==> src/rtl/ep0_csr_pkg.sv <==
package ep0_csr_pkg;
  localparam int CSR_W = 8;
  localparam int NFLAG = 6;

  // bit positions as decoded by firmware
  localparam int B_RX_RDY    = 0;
  localparam int B_TX_RDY    = 1;
  localparam int B_STALL_REQ = 2;
  localparam int B_LAST_DATA = 3;
  localparam int B_FORCE_STL = 4;
  localparam int B_EARLY_END = 5;
  localparam int B_SRV_RX    = 6;
  localparam int B_SRV_EARLY = 7;

  typedef struct packed {
    logic rx_done;
    logic tx_ack;
    logic status_done;
    logic setup_tok;
    logic setup_abort;
    logic proto_err;
  } ep0_evt_t;
endpackage

==> src/rtl/ep0_csr_flag.sv <==
module ep0_csr_flag #(
  parameter logic RST_VAL = 1'b0
) (
  input  logic clk_i,
  input  logic rst_ni,
  input  logic set_i,
  input  logic clr_i,
  output logic q_o
);
  always_ff @(posedge clk_i or negedge rst_ni) begin
    if (!rst_ni)     q_o <= RST_VAL;
    else if (set_i)  q_o <= 1'b1;
    else if (clr_i)  q_o <= 1'b0;
  end


  flag_set_wins_chk: assert property (@(posedge clk_i) disable iff (!rst_ni)
    set_i |=> q_o);


  flag_clear_chk: assert property (@(posedge clk_i) disable iff (!rst_ni)
    (clr_i && !set_i) |=> !q_o);


  flag_hold_chk: assert property (@(posedge clk_i) disable iff (!rst_ni)
    (!clr_i && !set_i) |=> q_o == $past(q_o));
endmodule

==> src/rtl/ep0_csr_ctrl.sv <==
module ep0_csr_ctrl
  import ep0_csr_pkg::*;
(
  input  logic             clk_i,
  input  logic             rst_ni,
  input  logic             wr_i,
  input  logic [CSR_W-1:0] wdata_i,
  input  ep0_evt_t         evt_i,
  output logic [NFLAG-1:0] set_o,
  output logic [NFLAG-1:0] clr_o
);
  logic unused_wbits;
  assign unused_wbits = ^{wdata_i[B_RX_RDY], wdata_i[B_EARLY_END]};

  logic stage_end;
  assign stage_end = evt_i.status_done | evt_i.setup_tok;

  always_comb begin
    set_o = '0;
    clr_o = '0;
    // read-only flag, acked through service bit
    set_o[B_RX_RDY]    = evt_i.rx_done;
    clr_o[B_RX_RDY]    = wr_i & wdata_i[B_SRV_RX];
    // CPU set, hardware clear
    set_o[B_TX_RDY]    = wr_i & wdata_i[B_TX_RDY];
    clr_o[B_TX_RDY]    = evt_i.tx_ack;
    set_o[B_STALL_REQ] = wr_i & wdata_i[B_STALL_REQ];
    clr_o[B_STALL_REQ] = stage_end;
    set_o[B_LAST_DATA] = wr_i & wdata_i[B_LAST_DATA];
    clr_o[B_LAST_DATA] = stage_end;
    // hardware set, CPU clear by writing 0
    set_o[B_FORCE_STL] = evt_i.proto_err;
    clr_o[B_FORCE_STL] = wr_i & ~wdata_i[B_FORCE_STL];
    // read-only flag, acked through service bit
    set_o[B_EARLY_END] = evt_i.setup_abort;
    clr_o[B_EARLY_END] = wr_i & wdata_i[B_SRV_EARLY];
  end


  rx_ack_decode_chk: assert property (@(posedge clk_i) disable iff (!rst_ni)
    (wr_i && wdata_i[B_SRV_RX]) |-> clr_o[B_RX_RDY]);


  force_one_ignored_chk: assert property (@(posedge clk_i) disable iff (!rst_ni)
    wdata_i[B_FORCE_STL] |-> !clr_o[B_FORCE_STL]);
endmodule

==> src/rtl/ep0_csr_read.sv <==
module ep0_csr_read
  import ep0_csr_pkg::*;
(
  input  logic [NFLAG-1:0] flag_i,
  output logic [CSR_W-1:0] rdata_o,
  output logic             stall_o
);
  localparam int PAD_W = CSR_W - NFLAG;

  // service bits have no storage
  assign rdata_o = {{PAD_W{1'b0}}, flag_i};
  assign stall_o = flag_i[B_STALL_REQ] | flag_i[B_FORCE_STL];


  always_comb begin
    wonly_zero_chk: assert (rdata_o[CSR_W-1:NFLAG] == '0);
  end
endmodule

==> src/rtl/ep0_ctrl_csr.sv <==
module ep0_ctrl_csr
  import ep0_csr_pkg::*;
(
  input  logic             clk_i,
  input  logic             rst_ni,
  input  logic             cpu_wr_i,
  input  logic [CSR_W-1:0] cpu_wdata_i,
  output logic [CSR_W-1:0] cpu_rdata_o,
  input  logic             rx_done_i,
  input  logic             tx_ack_i,
  input  logic             status_done_i,
  input  logic             setup_tok_i,
  input  logic             setup_abort_i,
  input  logic             proto_err_i,
  output logic             stall_o
);
  ep0_evt_t         evt;
  logic [NFLAG-1:0] set_v, clr_v, flag_q;

  assign evt = '{rx_done:     rx_done_i,
                 tx_ack:      tx_ack_i,
                 status_done: status_done_i,
                 setup_tok:   setup_tok_i,
                 setup_abort: setup_abort_i,
                 proto_err:   proto_err_i};

  ep0_csr_ctrl i_ctrl (
    .clk_i   (clk_i),
    .rst_ni  (rst_ni),
    .wr_i    (cpu_wr_i),
    .wdata_i (cpu_wdata_i),
    .evt_i   (evt),
    .set_o   (set_v),
    .clr_o   (clr_v)
  );

  for (genvar g = 0; g < NFLAG; g++) begin : g_flag
    ep0_csr_flag #(.RST_VAL(1'b0)) i_flag (
      .clk_i  (clk_i),
      .rst_ni (rst_ni),
      .set_i  (set_v[g]),
      .clr_i  (clr_v[g]),
      .q_o    (flag_q[g])
    );
  end

  ep0_csr_read i_read (
    .flag_i  (flag_q),
    .rdata_o (cpu_rdata_o),
    .stall_o (stall_o)
  );


  rx_set_chk: assert property (@(posedge clk_i) disable iff (!rst_ni)
    rx_done_i |=> cpu_rdata_o[B_RX_RDY]);


  tx_wr0_ignored_chk: assert property (@(posedge clk_i) disable iff (!rst_ni)
    (cpu_wr_i && !cpu_wdata_i[B_TX_RDY] && !tx_ack_i && cpu_rdata_o[B_TX_RDY])
      |=> cpu_rdata_o[B_TX_RDY]);


  stall_req_clear_chk: assert property (@(posedge clk_i) disable iff (!rst_ni)
    ((status_done_i || setup_tok_i) && !(cpu_wr_i && cpu_wdata_i[B_STALL_REQ]))
      |=> !cpu_rdata_o[B_STALL_REQ]);


  force_clear_chk: assert property (@(posedge clk_i) disable iff (!rst_ni)
    (cpu_wr_i && !cpu_wdata_i[B_FORCE_STL] && !proto_err_i) |=> !cpu_rdata_o[B_FORCE_STL]);


  early_set_chk: assert property (@(posedge clk_i) disable iff (!rst_ni)
    setup_abort_i |=> cpu_rdata_o[B_EARLY_END]);


  stall_rise_cause_chk: assert property (@(posedge clk_i) disable iff (!rst_ni)
    $rose(stall_o) |-> $past((cpu_wr_i && cpu_wdata_i[B_STALL_REQ]) || proto_err_i));
endmodule

==> config.mk <==
export PLATFORM = sky130hd
export DESIGN_NAME = ep0_ctrl_csr
export DESIGN_NICKNAME = d
export VERILOG_FILES = /design/src/rtl/ep0_csr_pkg.sv /design/src/rtl/ep0_csr_flag.sv /design/src/rtl/ep0_csr_ctrl.sv /design/src/rtl/ep0_csr_read.sv /design/src/rtl/ep0_ctrl_csr.sv
export SDC_FILE = /design/constraint.sdc
export NUM_CORES = 1
export LEC_CHECK = 0
export BUFFER_PORTS_ARGS = -buffer_cell sky130_fd_sc_hd__buf_2
export CORE_AREA = 2 2 39 41
export DETAILED_ROUTE_END_ITERATION = 10
export DIE_AREA = 0 0 41 43
export PLACE_DENSITY_LB_ADDON = 0.1
export SLEW_MARGIN = 5
export SYNTH_ARGS = -nofsm -noshare
export SYNTH_HDL_FRONTEND = slang
export SYNTH_SLANG_ARGS = --single-unit
==> constraint.sdc <==
create_clock -name clk_i -period 2.15 [get_ports clk_i]
set_input_delay 0 -clock clk_i [delete_from_list [all_inputs] [get_ports clk_i]]
set_output_delay 0 -clock clk_i [all_outputs]
set_load 0.1 [all_outputs]
==> results by group, run 1 <==
Run status
  – Status: finished, final reports clean

Setup path
  – Crit path DAT: 1.19 ns
  – Critical Path Fanout Max: 3
  – R2r startpoint: g_flag[1].i_flag.q_o
  – Worst path cell trace: or2_2 > buf_2
  – CP endpoint kind: output port
  – Worst reg2reg path depth: 3
  – Critical path class: reg -> out
  – RR Endpoint: g_flag[1].i_flag.q_o
  – Max incr delay on CP: 0.38 ns
  – FF-to-FF setup slack: 0.98 ns
  – Slowest cell on the critical path: dfrtp_1
  – Worst Path Required: 2.15 ns
  – CP bufs+invs: 1
  – Critical path's top delay family: flip-flops
  – Crit path launch type: flop

Cells and area
  – # fillers: 157
  – Top reg by flops: g_flag.i_flag.q_o
  – Ant diodes: 0
  – Area delta synth->final: 55.13%
  – Multi-input gate area: 82.58 sq um
  – Max reg flops: 6
  – Regs by FF count: g_flag.i_flag.q_o x6
  – Fin util: 32.82%
  – Share of layout cells above drive strength 1: 51.92%
  – Final Net Count: 71
  – FF+latch area: 150.1 sq um

Yosys
  – Syn. warnings: 0
  – Syn_area_per_cell: 10.46 sq um
  – Mapped cell area: 292.8 sq um
  – Largest cells by area after synthesis: dfrtp_1 51%, buf_4 21%, a21o_1 7.7%
  – Post-synth top area cell: dfrtp_1
  – Cells after Synth: 28
  – Sequential share of the synthesized area: 51.28%
  – Top FF cell, synth: dfrtp_1
  – Number of flops mapped to enable cells by yosys: 0
  – Yosys top cell area share: 51.28%
  – Count of different cell masters after synthesis: 11
  – Post-synth ARST share: 100.0%
  – Commonest cells post-synth: 8 x buf_4, 6 x dfrtp_1, 3 x a21o_1, 3 x nand2_1, 2 x a22o_2
  – Top-count cell post-synth: buf_4
  – Synthesized flop and latch total: 6

Die
  – Core area: 1384 sq um
  – IO Count: 26
  – Die X: 41 um
  – Die area: 1763 sq um
  – Num rows: 14
  – Initial Utilization: 21.16%
  – Die height: 43 um

STA
  – RSZ-0062 raised after global routing: false
  – Final hold viol count: 0
  – Period utilisation layout: 55.36%
  – Post-layout min period: 1.190 ns
  – Setup Viol. Count Final: 0
  – Maximum clock frequency: 840.1 MHz
  – Setup TNS: 0 ns
  – Final Max Slew Viols: 0
  – Clock Skews: 0 ns

Place
  – DP HPWL: 478.4 um
  – PortBufs: 21
  – Gpl congestion: 0.5363

Pwr
  – Internal power: 0.0002159 W
  – PD cells: 784.5 nW/um^2
  – Peak VDD IR: 0.2588 mV
  – Leak: 0.2356 nW
  – Clock power share: 27.6%
  – Net Sw Frac: 39.40%
  – Sw Pwr: 0.0001404 W
  – Flop pwr share: 35.2%
  – Comb pwr share: 37.1%

Flow run
  – Max-cap viol count: 0

CTS
  – Total CTS buffers: 3
  – # resized after CTS: 0
  – Clk Latency, worst-skew pair: 0.24 ns
  – CTS Buffer Depth: 2
  – Clock Sinks: 6
  – CTS tree: built
  – Depth of the CTS H-tree: 1
  – Clock root cell: clkbuf_4
  – Clock Pin Slew Worst Setup and Hold Paths: 0.04 ns

Global route
  – Initial antenna violation count: 0
  – First-pass GRT wire length: 855 um
  – Largest net degree at the start of global routing: 7
  – Total track usage: 7.980%
  – GR Overflow Total: 0
  – Vias in the first global route: 248

Detailed routing
  – Post-DR vias/cell: 3.868
  – DRT iter0 DRCs: 0
  – # DRC: 0
  – Total wire length: 617 um
  – Via count: 263
  – Antenna Nets Post-Route: 0
  – Wire length per cell: 9.074 um
  – DR pass1 iterations: 1

Min path
  – Hold Path Depth: 2
  – Hold Crit Endpoint: g_flag[2].i_flag.q_o
  – HP Start: cpu_wdata_i[2]
  – HP Class: in -> reg
==> area by class of cell <==
type,count,share of cell area (%)
flip-flops and latches,6,33.06
repair buffers,28,38.57
inverters,1,0.8264
well taps,16,4.408
clock buffers,3,4.959
multi-input cells,14,18.18
==> cells by family after synthesis <==
kind of cell,after synthesis,synth area share [%]
buf+inv,9,21.79
compound gates,6,16.24
flops,6,51.28
simple gates,6,9.403
other cells,1,1.281
==> layout by cell type (no fill, tap or decap) <==
cell            n
inv_1           1
a21o_1          3
nor2_1          1
or2_2           1
buf_2          21
clkbuf_4        3
conb_1          2
nand2_1         3
a22o_2          2
o21ai_0         1
dlygate4sd3_1   7
nand2b_1        1
dfrtp_1         6
==> metrics by stage <==
stage               instances  hold slack (ns)  instance area [sq um]  setup WS (ns)  total power [W]
floorplan                  29          -0.2956                  296.5          1.268        0.0002378
global placement           58          -0.1664                  361.6          1.212        0.0002485
detailed placement         58          -0.1727                  361.6          1.205        0.0002494
CTS                        68        0.0005436                  454.2         0.9460        0.0003631
global route               68         0.001807                  454.2         0.9127        0.0003755
finish                     68          0.01040                  454.2         0.9597        0.0003563
==> worst max path at each step <==
stage                                     from       to  slack [ns]  depth (start not counted)
after detailed placement  g_flag[4].i_flag.q_o  stall_o        1.20                          2
after floorplan           g_flag[4].i_flag.q_o  stall_o        1.27                          1
after global placement    g_flag[4].i_flag.q_o  stall_o        1.21                          2
after CTS                 g_flag[4].i_flag.q_o  stall_o        0.95                          2
final                     g_flag[4].i_flag.q_o  stall_o        0.96                          2
after global routing      g_flag[4].i_flag.q_o  stall_o        0.91                          2
==> power by group through the flow <==
stage                clock, W  combinational [W]  sequential [W]
floorplan                   0           0.000111        0.000127
global placement            0           0.000121        0.000127
detailed placement          0           0.000122        0.000127
CTS                  0.000104           0.000133        0.000126
global route         0.000111           0.000138        0.000127
finish              0.0000984           0.000132        0.000126
==> routing by layer <==
metal / vias up / GRT usage (%) / share of wire, % / wire [um]
met2: 18 / 10.63 / 46 / 281
met3: 2 / 6.283 / 16 / 97
met1: 115 / 7.869 / 37 / 231
li1: 128 / - / - / -
met4: 0 / 6.000 / 0.97 / 6
met5: - / 0 / 0 / 0
==> repair_timing <==
item / 4_1_cts / 5_1_grt
setup buffers: 0 / 0
hold buffers: 7 / 0
hold endpoints to repair: 11 / 0
Note: power is estimated with default switching activity, not from simulation.
==> inputs of run 2 (changes only) <==
Clock period 2.15 ns to 1.1 ns, I/O delays scaled along.
==> run 2 against run 1 <==
Compared with the run above:
- sequential share of layout area shrank 1.9 points
- clock power grew 96%
- global-route usage shrank 0.10 points
- cell area grew 6.1%
- clock-buffer cell count is the same
- via count shrank 1.5%
- worst setup slack lost 0.90 ns
- critical path type unchanged
- largest cell class unchanged
==> results by group, run 2 (synthesized netlist as in run 1, its figures left out) <==
Run status
  – Status: finished, final reports clean

Setup path
  – Critical Path Fanout Max: 3
  – Worst Path Required: 1.10 ns
  – Critical path class: reg -> out
  – CP endpoint kind: output port
  – Crit path DAT: 1.04 ns
  – Worst reg2reg path depth: 1
  – Crit path launch type: flop

Die
  – Die X: 41 um
  – Die area: 1763 sq um
  – Initial Utilization: 21.16%
  – Num rows: 14
  – Core area: 1384 sq um
  – Die height: 43 um
  – IO Count: 26

CTS
  – Total CTS buffers: 3
  – Clock Sinks: 6
  – Clock Pin Slew Worst Setup and Hold Paths: 0.04 ns
  – Clk Latency, worst-skew pair: 0.23 ns
  – CTS tree: built
  – CTS Buffer Depth: 2
  – Clock root cell: clkbuf_4
  – Depth of the CTS H-tree: 1
  – Post-CTS Setup Bufs: 0

Pwr
  – PD cells: 1470 nW/um^2
  – Tot Pwr: 0.0007079 W
  – Leak: 0.2479 nW
  – Peak VDD IR: 0.5441 mV

Cells and area
  – Multi-input gate area: 85.08 sq um
  – Ant diodes: 0
  – Most common cell after layout, fill and taps aside: buf_2
  – Share of layout cells above drive strength 1: 50.94%
  – Top reg by flops: g_flag.i_flag.q_o
  – Max reg flops: 6
  – Regs by FF count: g_flag.i_flag.q_o x6
  – Final Net Count: 72
  – # fillers: 147
  – Final instance area: 481.7 sq um
  – Area delta synth->final: 64.53%
  – FF+latch area: 150.1 sq um
  – Most frequent cells in the layout: 20 x buf_2, 8 x dlygate4sd3_1, 6 x dfrtp_1

Flow run
  – Max-cap viol count: 0

Detailed routing
  – DR pass1 iterations: 2
  – # DRC: 0
  – Post-DR vias/cell: 3.754
  – DRT iter0 DRCs: 4
  – Via count: 259
  – Wire length per cell: 8.884 um
  – Total wire length: 613 um
  – Antenna Nets Post-Route: 0

Global route
  – GR Overflow Total: 0
  – Total track usage: 7.879%
  – Grt met1 use: 7.541%
  – Vias in the first global route: 221
  – Met3 Track Usage GR: 7.853%
  – Initial antenna violation count: 0
  – First-pass GRT wire length: 841 um
  – Largest net degree at the start of global routing: 7
  – Met2 Usage GRT: 10.63%
  – Global routing's busiest layer: met2

Min path
  – HP Class: in -> reg
  – Hold Path Depth: 3

Place
  – DP HPWL: 470.3 um
  – PortBufs: 21
  – Gpl congestion: 0.5364
  – Placed instance area: 361.6 sq um

STA
  – Setup TNS: 0 ns
  – Clock Skews: 0 ns
  – Period utilisation layout: 94.75%
  – Min Hold Slack: 0.04450 ns
  – RSZ-0062 raised after global routing: false
  – Final hold viol count: 0
  – Setup Viol. Count Final: 0
  – Final Max Slew Viols: 0
  – Post-layout min period: 1.042 ns
  – Maximum clock frequency: 959.5 MHz
## run 2: through the flow
stage               worst slack (ns)  instances  utilization, %
finish                       0.05777         69           34.81
global route                 0.01275         69           34.81
CTS                          0.04758         69           34.81
detailed placement            0.1593         58           26.13
global placement              0.1636         58           26.13
floorplan                     0.2184         29               -
## run 2: area by class of cell
type,instances,share of cell area (%)
clock buffer,3,4.675
inverter,1,0.7792
multi-input combinational,14,17.66
sequential,6,31.17
tap,16,4.156
timing repair buffer,29,41.56
## run 2: path summary, 6_finish.rpt
check | startpoint | endpoint | slack (ns)
min in group asynchronous | rst_ni | g_flag[3].i_flag.q_o | 0.12
setup reg to reg | g_flag[2].i_flag.q_o | g_flag[2].i_flag.q_o | 0.38
hold reg to reg | g_flag[5].i_flag.q_o | g_flag[5].i_flag.q_o | 0.47
setup / recovery | g_flag[4].i_flag.q_o | stall_o | 0.06
hold / removal | cpu_wdata_i[6] | g_flag[0].i_flag.q_o | 0.04
max in group asynchronous | rst_ni | g_flag[0].i_flag.q_o | 0.84
## run 2: power breakdown
group          total, W  switching [W]  internal (W)
Clock          0.000193      0.0000706      0.000123
Sequential     0.000246     0.00000874      0.000238
Combinational  0.000268       0.000197     0.0000709
## run 2: layer usage
metal / up-vias / routed length, um
met2: 16 / 277
li1: 130 / -
met1: 113 / 254
met3: 0 / 81
met5: - / 0
met4: 0 / 0
## run 2: timing repair
action,in CTS,in global routing
endpoints found under the hold margin,12,0
setup endpoints to repair,1,0
resized for setup,5,0
hold buffers,8,0
## run 2: worst max-delay path, stage by stage (launching register included)
cell	delay, ns
dfrtp_1	0.38
or2_4	0.26
buf_12	0.16
